`config.mk`:
```
export PLATFORM = sky130hd
export DESIGN_NAME = pcm_slot_assigner
export DESIGN_NICKNAME = d
export VERILOG_FILES = /design/src/rtl/pcm_asg_pkg.sv /design/src/rtl/pcm_slot_counter.sv /design/src/rtl/pcm_slot_table.sv /design/src/rtl/pcm_switch_buffers.sv /design/src/rtl/pcm_slot_assigner.sv
export SDC_FILE = /design/constraint.sdc
export NUM_CORES = 2
export LEC_CHECK = 0
export ABC_AREA = 1
export BUFFER_PORTS_ARGS = -buffer_cell sky130_fd_sc_hd__buf_2
export CAP_MARGIN = 5
export CORE_MARGIN = 4
export CORE_UTILIZATION = 58
export DETAILED_ROUTE_END_ITERATION = 8
export HOLD_SLACK_MARGIN = 0.12
export PLACE_DENSITY_LB_ADDON = 0.15
export SYNTH_ARGS = -nofsm -noshare
export SYNTH_HDL_FRONTEND = slang
export SYNTH_SLANG_ARGS = --single-unit
export TNS_END_PERCENT = 50
```
`constraint.sdc`:
```
create_clock -name clk -period 3.3 [get_ports clk]
set_input_delay 0.33 -clock clk [delete_from_list [all_inputs] [get_ports clk]]
set_output_delay 0.33 -clock clk [all_outputs]
set_load 0.02 [all_outputs]
```
`src/rtl/pcm_asg_pkg.sv`:
```
// Package: shared direction encoding for the slot assigner.
// Assumes: receive is 0 and transmit is 1 for both slot and entry sides.
package pcm_asg_pkg;
    typedef enum logic {
        DIR_RX = 1'b0,
        DIR_TX = 1'b1
    } asg_dir_e;

    localparam logic [7:0] IDLE_BYTE = 8'hFF;
endpackage

```
`src/rtl/pcm_slot_counter.sv`:
```
// Module: slot counter for one PCM frame.
// Does: gives the slot processed on the current strobe and advances after it.
// Assumes: fsync forces slot 0 for this cycle; counter wraps at NUM_SLOTS-1.
module pcm_slot_counter #(
    parameter int NUM_SLOTS = 32,
    localparam int SLOT_W   = $clog2(NUM_SLOTS)
) (
    input  logic              clk,
    input  logic              rst_n,
    input  logic              fsync,
    input  logic              byte_stb,
    output logic [SLOT_W-1:0] cur_slot,
    output logic [SLOT_W-1:0] slot_q
);
    localparam logic [SLOT_W-1:0] LAST_SLOT = SLOT_W'(NUM_SLOTS - 1);

    // Effective slot for this cycle: frame sync overrides the stored count.
    always_comb begin
        cur_slot = fsync ? '0 : slot_q;
    end

    // Advance after each processed slot, or park on 0 after a lone sync.
    always_ff @(posedge clk) begin
        if (!rst_n) begin
            slot_q <= '0;
        end else if (byte_stb) begin
            slot_q <= (cur_slot == LAST_SLOT) ? '0 : cur_slot + 1'b1;
        end else if (fsync) begin
            slot_q <= '0;
        end
    end
endmodule

```
`src/rtl/pcm_slot_table.sv`:
```
// Module: per-slot mapping table with indirect register access.
// Does: holds one receive and one transmit entry per slot; a selection
//       register picks the entry for software writes and registered reads;
//       the frame side looks up both entries of the current slot.
// Assumes: entry layout {enable, direction, channel}; reset clears all.
module pcm_slot_table #(
    parameter int NUM_SLOTS = 32,
    parameter int CHAN_W    = 5,
    localparam int SLOT_W   = $clog2(NUM_SLOTS),
    localparam int ENT_W    = CHAN_W + 2
) (
    input  logic              clk,
    input  logic              rst_n,
    input  logic              sel_we,
    input  logic [SLOT_W-1:0] sel_slot,
    input  logic              sel_dir,
    input  logic              ent_we,
    input  logic              wr_en,
    input  logic              wr_dir,
    input  logic [CHAN_W-1:0] wr_chan,
    output logic              rd_en,
    output logic              rd_dir,
    output logic [CHAN_W-1:0] rd_chan,
    input  logic [SLOT_W-1:0] cur_slot,
    output logic              rx_en,
    output logic              rx_dir,
    output logic [CHAN_W-1:0] rx_chan,
    output logic              tx_en,
    output logic              tx_dir,
    output logic [CHAN_W-1:0] tx_chan
);
    import pcm_asg_pkg::*;

    logic [ENT_W-1:0]  rx_tbl [NUM_SLOTS];
    logic [ENT_W-1:0]  tx_tbl [NUM_SLOTS];
    logic [SLOT_W-1:0] sel_slot_q;
    logic              sel_dir_q;
    logic [ENT_W-1:0]  rd_q;

    // Selection register for indirect access.
    always_ff @(posedge clk) begin
        if (!rst_n) begin
            sel_slot_q <= '0;
            sel_dir_q  <= DIR_RX;
        end else if (sel_we) begin
            sel_slot_q <= sel_slot;
            sel_dir_q  <= sel_dir;
        end
    end

    // Entry storage, written through the selection.
    always_ff @(posedge clk) begin
        if (!rst_n) begin
            for (int i = 0; i < NUM_SLOTS; i++) begin
                rx_tbl[i] <= '0;
                tx_tbl[i] <= '0;
            end
        end else if (ent_we) begin
            if (sel_dir_q == DIR_TX) begin
                tx_tbl[sel_slot_q] <= {wr_en, wr_dir, wr_chan};
            end else begin
                rx_tbl[sel_slot_q] <= {wr_en, wr_dir, wr_chan};
            end
        end
    end

    // Registered read-back of the selected entry.
    always_ff @(posedge clk) begin
        if (!rst_n) begin
            rd_q <= '0;
        end else begin
            rd_q <= (sel_dir_q == DIR_TX) ? tx_tbl[sel_slot_q] : rx_tbl[sel_slot_q];
        end
    end

    // Unpack read-back and the current slot's two entries.
    always_comb begin
        {rd_en, rd_dir, rd_chan} = rd_q;
        {rx_en, rx_dir, rx_chan} = rx_tbl[cur_slot];
        {tx_en, tx_dir, tx_chan} = tx_tbl[cur_slot];
    end
endmodule

```
`src/rtl/pcm_switch_buffers.sv`:
```
// Module: one-byte receive buffer and transmit register per channel.
// Does: stores received slot bytes, forms the transmitted slot byte, and
//       gives the channel side a load port and read ports.
// Assumes: all reads see values from before the edge (old byte wins);
//          a channel-side load beats a crossed-receive write.
module pcm_switch_buffers #(
    parameter int NUM_CHANS = 32,
    parameter int DATA_W    = 8,
    localparam int CHAN_W   = $clog2(NUM_CHANS)
) (
    input  logic              clk,
    input  logic              rst_n,
    input  logic              byte_stb,
    input  logic [DATA_W-1:0] rx_byte,
    input  logic              rx_en,
    input  logic              rx_dir,
    input  logic [CHAN_W-1:0] rx_chan,
    input  logic              tx_en,
    input  logic              tx_dir,
    input  logic [CHAN_W-1:0] tx_chan,
    input  logic [CHAN_W-1:0] host_idx,
    input  logic              host_we,
    input  logic [DATA_W-1:0] host_wdata,
    output logic [DATA_W-1:0] host_rx_data,
    output logic [DATA_W-1:0] host_tx_data,
    output logic [DATA_W-1:0] tx_byte
);
    import pcm_asg_pkg::*;

    logic [DATA_W-1:0] rx_buf [NUM_CHANS];
    logic [DATA_W-1:0] tx_reg [NUM_CHANS];
    logic              line_wr;

    // A receive slot writes only when strobed and enabled.
    always_comb begin
        line_wr = byte_stb && rx_en;
    end

    for (genvar c = 0; c < NUM_CHANS; c++) begin : g_chan
        // Receive buffer: normal-direction receive slots.
        always_ff @(posedge clk) begin
            if (!rst_n) begin
                rx_buf[c] <= '0;
            end else if (line_wr && rx_dir == DIR_RX && rx_chan == CHAN_W'(c)) begin
                rx_buf[c] <= rx_byte;
            end
        end

        // Transmit register: channel-side load first, then crossed receive.
        always_ff @(posedge clk) begin
            if (!rst_n) begin
                tx_reg[c] <= '0;
            end else if (host_we && host_idx == CHAN_W'(c)) begin
                tx_reg[c] <= host_wdata;
            end else if (line_wr && rx_dir == DIR_TX && rx_chan == CHAN_W'(c)) begin
                tx_reg[c] <= rx_byte;
            end
        end
    end

    // Outgoing slot byte: idle when disabled, else the chosen buffer.
    always_ff @(posedge clk) begin
        if (!rst_n) begin
            tx_byte <= DATA_W'(IDLE_BYTE);
        end else if (byte_stb) begin
            if (!tx_en) begin
                tx_byte <= DATA_W'(IDLE_BYTE);
            end else if (tx_dir == DIR_TX) begin
                tx_byte <= tx_reg[tx_chan];
            end else begin
                tx_byte <= rx_buf[tx_chan];
            end
        end
    end

    // Channel-side read ports.
    always_comb begin
        host_rx_data = rx_buf[host_idx];
        host_tx_data = tx_reg[host_idx];
    end
endmodule

```
`src/rtl/pcm_slot_assigner.sv`:
```
// Module: PCM time-slot channel assigner (top).
// Does: joins the slot counter, the mapping table and the channel buffers.
// Assumes: one strobe per slot, all inputs synchronous to clk.
module pcm_slot_assigner #(
    parameter int NUM_SLOTS = 32,
    parameter int NUM_CHANS = 32,
    parameter int DATA_W    = 8,
    localparam int SLOT_W   = $clog2(NUM_SLOTS),
    localparam int CHAN_W   = $clog2(NUM_CHANS)
) (
    input  logic              clk,
    input  logic              rst_n,
    input  logic              cfg_sel_we,
    input  logic [SLOT_W-1:0] cfg_sel_slot,
    input  logic              cfg_sel_dir,
    input  logic              cfg_ent_we,
    input  logic              cfg_wr_en,
    input  logic              cfg_wr_dir,
    input  logic [CHAN_W-1:0] cfg_wr_chan,
    output logic              cfg_rd_en,
    output logic              cfg_rd_dir,
    output logic [CHAN_W-1:0] cfg_rd_chan,
    input  logic              fsync,
    input  logic              byte_stb,
    input  logic [DATA_W-1:0] pcm_rx_byte,
    output logic [DATA_W-1:0] pcm_tx_byte,
    input  logic [CHAN_W-1:0] chan_idx,
    input  logic              chan_tx_we,
    input  logic [DATA_W-1:0] chan_tx_wdata,
    output logic [DATA_W-1:0] chan_rx_data,
    output logic [DATA_W-1:0] chan_tx_data
);
    logic [SLOT_W-1:0] cur_slot;
    logic [SLOT_W-1:0] slot_q;
    logic              rx_en, rx_dir, tx_en, tx_dir;
    logic [CHAN_W-1:0] rx_chan, tx_chan;

    pcm_slot_counter #(.NUM_SLOTS(NUM_SLOTS)) u_cnt (
        .clk      (clk),
        .rst_n    (rst_n),
        .fsync    (fsync),
        .byte_stb (byte_stb),
        .cur_slot (cur_slot),
        .slot_q   (slot_q)
    );

    pcm_slot_table #(.NUM_SLOTS(NUM_SLOTS), .CHAN_W(CHAN_W)) u_tbl (
        .clk      (clk),
        .rst_n    (rst_n),
        .sel_we   (cfg_sel_we),
        .sel_slot (cfg_sel_slot),
        .sel_dir  (cfg_sel_dir),
        .ent_we   (cfg_ent_we),
        .wr_en    (cfg_wr_en),
        .wr_dir   (cfg_wr_dir),
        .wr_chan  (cfg_wr_chan),
        .rd_en    (cfg_rd_en),
        .rd_dir   (cfg_rd_dir),
        .rd_chan  (cfg_rd_chan),
        .cur_slot (cur_slot),
        .rx_en    (rx_en),
        .rx_dir   (rx_dir),
        .rx_chan  (rx_chan),
        .tx_en    (tx_en),
        .tx_dir   (tx_dir),
        .tx_chan  (tx_chan)
    );

    pcm_switch_buffers #(.NUM_CHANS(NUM_CHANS), .DATA_W(DATA_W)) u_buf (
        .clk          (clk),
        .rst_n        (rst_n),
        .byte_stb     (byte_stb),
        .rx_byte      (pcm_rx_byte),
        .rx_en        (rx_en),
        .rx_dir       (rx_dir),
        .rx_chan      (rx_chan),
        .tx_en        (tx_en),
        .tx_dir       (tx_dir),
        .tx_chan      (tx_chan),
        .host_idx     (chan_idx),
        .host_we      (chan_tx_we),
        .host_wdata   (chan_tx_wdata),
        .host_rx_data (chan_rx_data),
        .host_tx_data (chan_tx_data),
        .tx_byte      (pcm_tx_byte)
    );
endmodule

```
* Word level (Yosys, flattened, before mapping)
Memory sizes are Yosys's and may differ from the RTL's. A register that Yosys moved wholly into a read port is not among the register bits.
Index checks and enable logic that the tools add are counted.
** Cells by class
- Bitwise logic cells :: 97
- Eq/ne operators :: 63
- Add/sub/neg operators :: 1
- Muxes and demuxes :: 441
- Reductions and logical operators :: 103
** Operator list (number)
- 8-bit two-way mux :: 98
- 1-bit two-way mux :: 331
- 5-bit == test (second input constant) :: 33
- 1-bit logical AND :: 99
- 1-bit OR :: 96
- 5-bit by 4-bit == test with 1-bit output (second input constant) :: 16
- 5-bit two-way mux :: 9
- 5-bit by 3-bit == test with 1-bit output (second input constant) :: 8
- 7-bit two-way mux :: 3
- 5-bit by 2-bit == test with 1-bit output (second input constant) :: 4
- 7-bit OR reduction :: 2
- 5-bit by 1-bit == test with 1-bit output (second input constant) :: 2
- 5-bit logical NOT :: 2
- 5-bit by 1-bit adder with 5-bit output (second input constant) :: 1
- 1-bit inverter :: 1
** Word-level totals
- Logic and storage cells :: 714
- Bits in registers :: 26
- Memories kept :: 4
- Output and inout bits :: 31
- Input bits :: 41
- RAM bits :: 960
** Memories
- u_buf.rx_buf :: depth 32, width 8, rd ports 2, clocked after Yosys merged registers in 0, write ports 32, line pcm_switch_buffers.sv:30 : logic [DATA_W-1:0] rx_buf [NUM_CHANS];
- u_buf.tx_reg :: depth 32, width 8, rd ports 2, clocked after Yosys merged registers in 0, write ports 32, line pcm_switch_buffers.sv:31 : logic [DATA_W-1:0] tx_reg [NUM_CHANS];
- u_tbl.rx_tbl :: depth 32, width 7, rd ports 2, clocked after Yosys merged registers in 1, write ports 32, line pcm_slot_table.sv:34 : logic [ENT_W-1:0] rx_tbl [NUM_SLOTS];
- u_tbl.tx_tbl :: depth 32, width 7, rd ports 2, clocked after Yosys merged registers in 1, write ports 32, line pcm_slot_table.sv:35 : logic [ENT_W-1:0] tx_tbl [NUM_SLOTS];

* Logic depth before layout (Yosys ltp)
An unclocked memory read counts as a cell.
- Depth in word-level cells :: 10
- Depth in mapped cells :: 21
- Gate-level depth less buffers :: 18

* Hierarchy
Synthesis repeated with hierarchy kept, for this count alone.
** Second synthesis, totals
- Cells, all modules :: 6417
- Area, all modules :: 54155.7 um^2
** Modules (own cells, without submodules)
- pcm_switch_buffers :: area an instance 29064.1 um^2, cells an instance 3387, instances 1, sequential area each 15534.9 um^2
- pcm_slot_table :: area an instance 24825.1 um^2, cells an instance 2991, instances 1, sequential area each 13813.2 um^2
- pcm_slot_counter :: area an instance 266.5 um^2, cells an instance 39, instances 1, sequential area each 100.1 um^2

* Least setup slack after synthesis
Ideal clock, no wire load.
- Path type :: reg-to-reg
- From :: reg u_cnt.slot_q[0]
- To :: mem u_buf.rx_buf[29][0] (enable)
- Library setup time :: 384 ps
- Slack :: 205 ps
- Cell stages (with the launch flop) :: 14
- Arrival time :: 2711 ps
- Buffers on the path :: 4
- Clock period less this slack :: 3095 ps
- Required time :: 2916 ps
- Cell sequence :: dfxtp_1 buf_2 clkbuf_1 a21oi_1 a32o_1 o211ai_1 nand2_1 nand2_1 nand3_4 nor2_4 buf_6 buf_6 inv_2 o21ai_0
** RTL lines
- from (decl) :: line pcm_slot_counter.sv:13 : output logic [SLOT_W-1:0] slot_q
- from (signal assigned) :: line pcm_slot_counter.sv:27 : slot_q <= (cur_slot == LAST_SLOT) ? '0 : cur_slot + 1'b1;
- to (decl) :: line pcm_switch_buffers.sv:30

==> out/metrics.csv <==
metric;value;unit
avgRoutedWirePerCell;27.7;um
worstSetupEndpointType;flip-flop;
ys_top_cells_by_count;1070 x nor2_1, 1007 x nand2_1, 960 x edfxtp_1;
total_leakage_power;26.5;nW
syn_inst;6612;
syn_avg_cell_area;8.51;um^2
path_clk_slew;0.07;ns
netlist.top_cell.by_area;edfxtp_1;
synth-xor-area-share;0;%
yosysWarnings;0;
cts_tree;built;
nets;6814;
grt_pass1_wl;326000;um
synth-compound-area-share;14.6;%
synth_top_area_share;51.2;%
maxCapViolCount;0;
gp_congestion;1.02;
fp.dieArea;102000;um^2
final_hold_viol_count;0;
power_density;504;nW/um^2
fin_ws;-0.0141;ns
cts_sinks;991;
rows;113;
ys_async_sr_fraction;0;%
ir_drop;0.000592;V
synth-seq-cells;991;
cts_buffers;104;
pin_count;72;
timing.final.crit_period;3.31;ns
synth_top_family_by_area;simple AND/OR/NAND/NOR gates;
wl;225000;um
gr-total-overflow;0;
grt_max_degree;112;
synth_fp_nets;6655;
status;finished with violations;
critPathKind;reg -> reg;
fmax;302;MHz
yosys-mux-area-fraction;0;%
violations;negative setup slack;
synth_edf_count;960;
cts_max_level;3;
maxSlewHeadroom;38.0;%
place_hpwl;150000;um
track_usage;42.2;%
setup_viol_count_final;31;
synth_cell_types;52;
ys_seq_area_share;52.4;%
antenna_found_initial;4;
remaining_drc_errors;0;
synth_area_leaders;edfxtp_1 51%, nand3_1 8.4%, nor2_1 7.1%;
tightest_slew;0.928;ns
grt_pass1_vias;51100;
cp.arrival;3.72;ns
cp_data_required_time;3.71;ns
initial_utilization;58.9;%
skew;0.0256;ns
syn_to_final_growth;17.3;%
via_count;54800;
rsz0062_at_grt;true;
yosysMostFrequentCell;nor2_1;
fin_util;69.1;%
drive_above_1_share;13.8;%
root_buffer;clkbuf_16;
synth_area;56300;um^2
port_buffers;71;
die_w;319;um
firstDrtPassIters;9;
clkLatencyLatePin;0.72;ns
post-route-cell-area;66000;um^2
critPathMaxFanout;25;
start_kind;flip-flop;
antenna_left;0;
via_per_inst;6.74;
min_path_type;in -> reg;
min_period_over_period;100;%
cts.path.max_buffers;3;
drt_iter0_drc;9530;
synthFlopType;edfxtp_1;
dpl_cell_area;61300;um^2
maxSlewViolCount;0;
core_area;95600;um^2
yosys.area_share.simple;24.9;%
synth_fa_ha_area_share;0.0445;%
die_height;319;um
-- layout by cell type (no fill, tap or decap), types with 19 or more instances in the layout --
cell type      count
a21oi_1          129
a22oi_1           47
a31oi_1           19
buf_12           137
buf_2             70
buf_4            345
bufinv_16         21
clkbuf_16        116
clkinv_2          24
dfxtp_1           27
dlygate4sd3_1     23
edfxtp_1         960
inv_1            515
inv_2             36
nand2_1          996
nand3_1          925
nand3_2           30
nand4_4           20
nor2_1          1063
o211ai_1          32
o21ai_0          473
o21ai_1           26
o221ai_1         129
o22ai_1          422
-- path summary, 6_finish.rpt --
kind | start | to | slack [ns] | depth (start not counted)
worst max-delay path | u_cnt.slot_q[0] | u_buf.rx_buf[11][4] | -0.01 | 16
worst max register to register | u_cnt.slot_q[0] | u_buf.rx_buf[11][4] | -0.01 | 16
worst min-delay path | cfg_wr_chan[4] | u_tbl.rx_tbl[17][4] | 0.17 | 4
worst min register to register | u_tbl.sel_slot_q[1] | flip-flop | 0.54 | 2
-- report_power, final --
group          internal [mW]  leakage [nW]  switching, mW
combinational           1.87          14.5           3.97
clock                   7.56          1.81           5.30
sequential              14.3          10.2          0.323
total                   23.7          26.5           9.59
-- metrics by stage --
step                TNS [ns]  total power [mW]  hold slack, ns  cells  setup WS, ns
detailed placement   -100.44              20.2           0.527   7876        -0.414
finish                -0.225              33.3           0.173   8128       -0.0141
CTS                  -0.0447              32.9           0.154   8098      -0.00903
global placement      -91.61              20.2           0.525   7876        -0.416
global route          -10.12              34.1           0.185   8125       -0.0908
floorplan                  0              17.7           0.492   6612         0.205
-- cell families after synthesis --
group,count (synthesis)
DFF,991
adders and majority gates,2
and+or+nand+nor,3161
buffers and inverters,1113
AOI/OAI and AO/OA,1345
-- layer usage --
layer | share of wire, % | up-vias | global-route usage (%)
met5 | 0.015 | - | 0
met4 | 8.0 | 6 | 27.6
met3 | 12 | 975 | 9.37
met2 | 45 | 4501 | 66.3
met1 | 34 | 25700 | 53.1
li1 | - | 23600 | -
-- timing repair --
action | CTS | global route
hold buffers | 23 | 0
cloned | 0 | 11
setup buffers | 4 | 16
setup endpoints to repair | 131 | 552
endpoints found under the hold margin | 20 | 0
pin swaps | 1 | 9
resized for setup | 13 | 53
-- final cells by class --
class,count,area [um^2]
tap,1265,1580
fill,7685,29600
timing repair inverter,1,7.51
clock inverter,79,1030
inverter,560,2120
multi-input combinational,4508,22600
antenna,3,7.51
timing repair buffer,605,6530
clock buffer,116,2690
sequential,991,29500
-- worst max-delay path: stages, from the launching register on --
cell and delay, ns:
dfxtp_4 0.40, nand2_8 0.11, buf_12 0.19, buf_4 0.14, or2_0 0.18, o21ai_0 0.07
nand2_1 0.07, nand3_1 0.07, nand2_1 0.06, o211ai_1 0.36, nand2_2 0.20, nor2_4 0.24
inv_1 0.10, nor2_4 0.20, nand2_1 0.15, o21ai_1 0.24, buf_6 0.19
(Power assumes the default switching activity.)
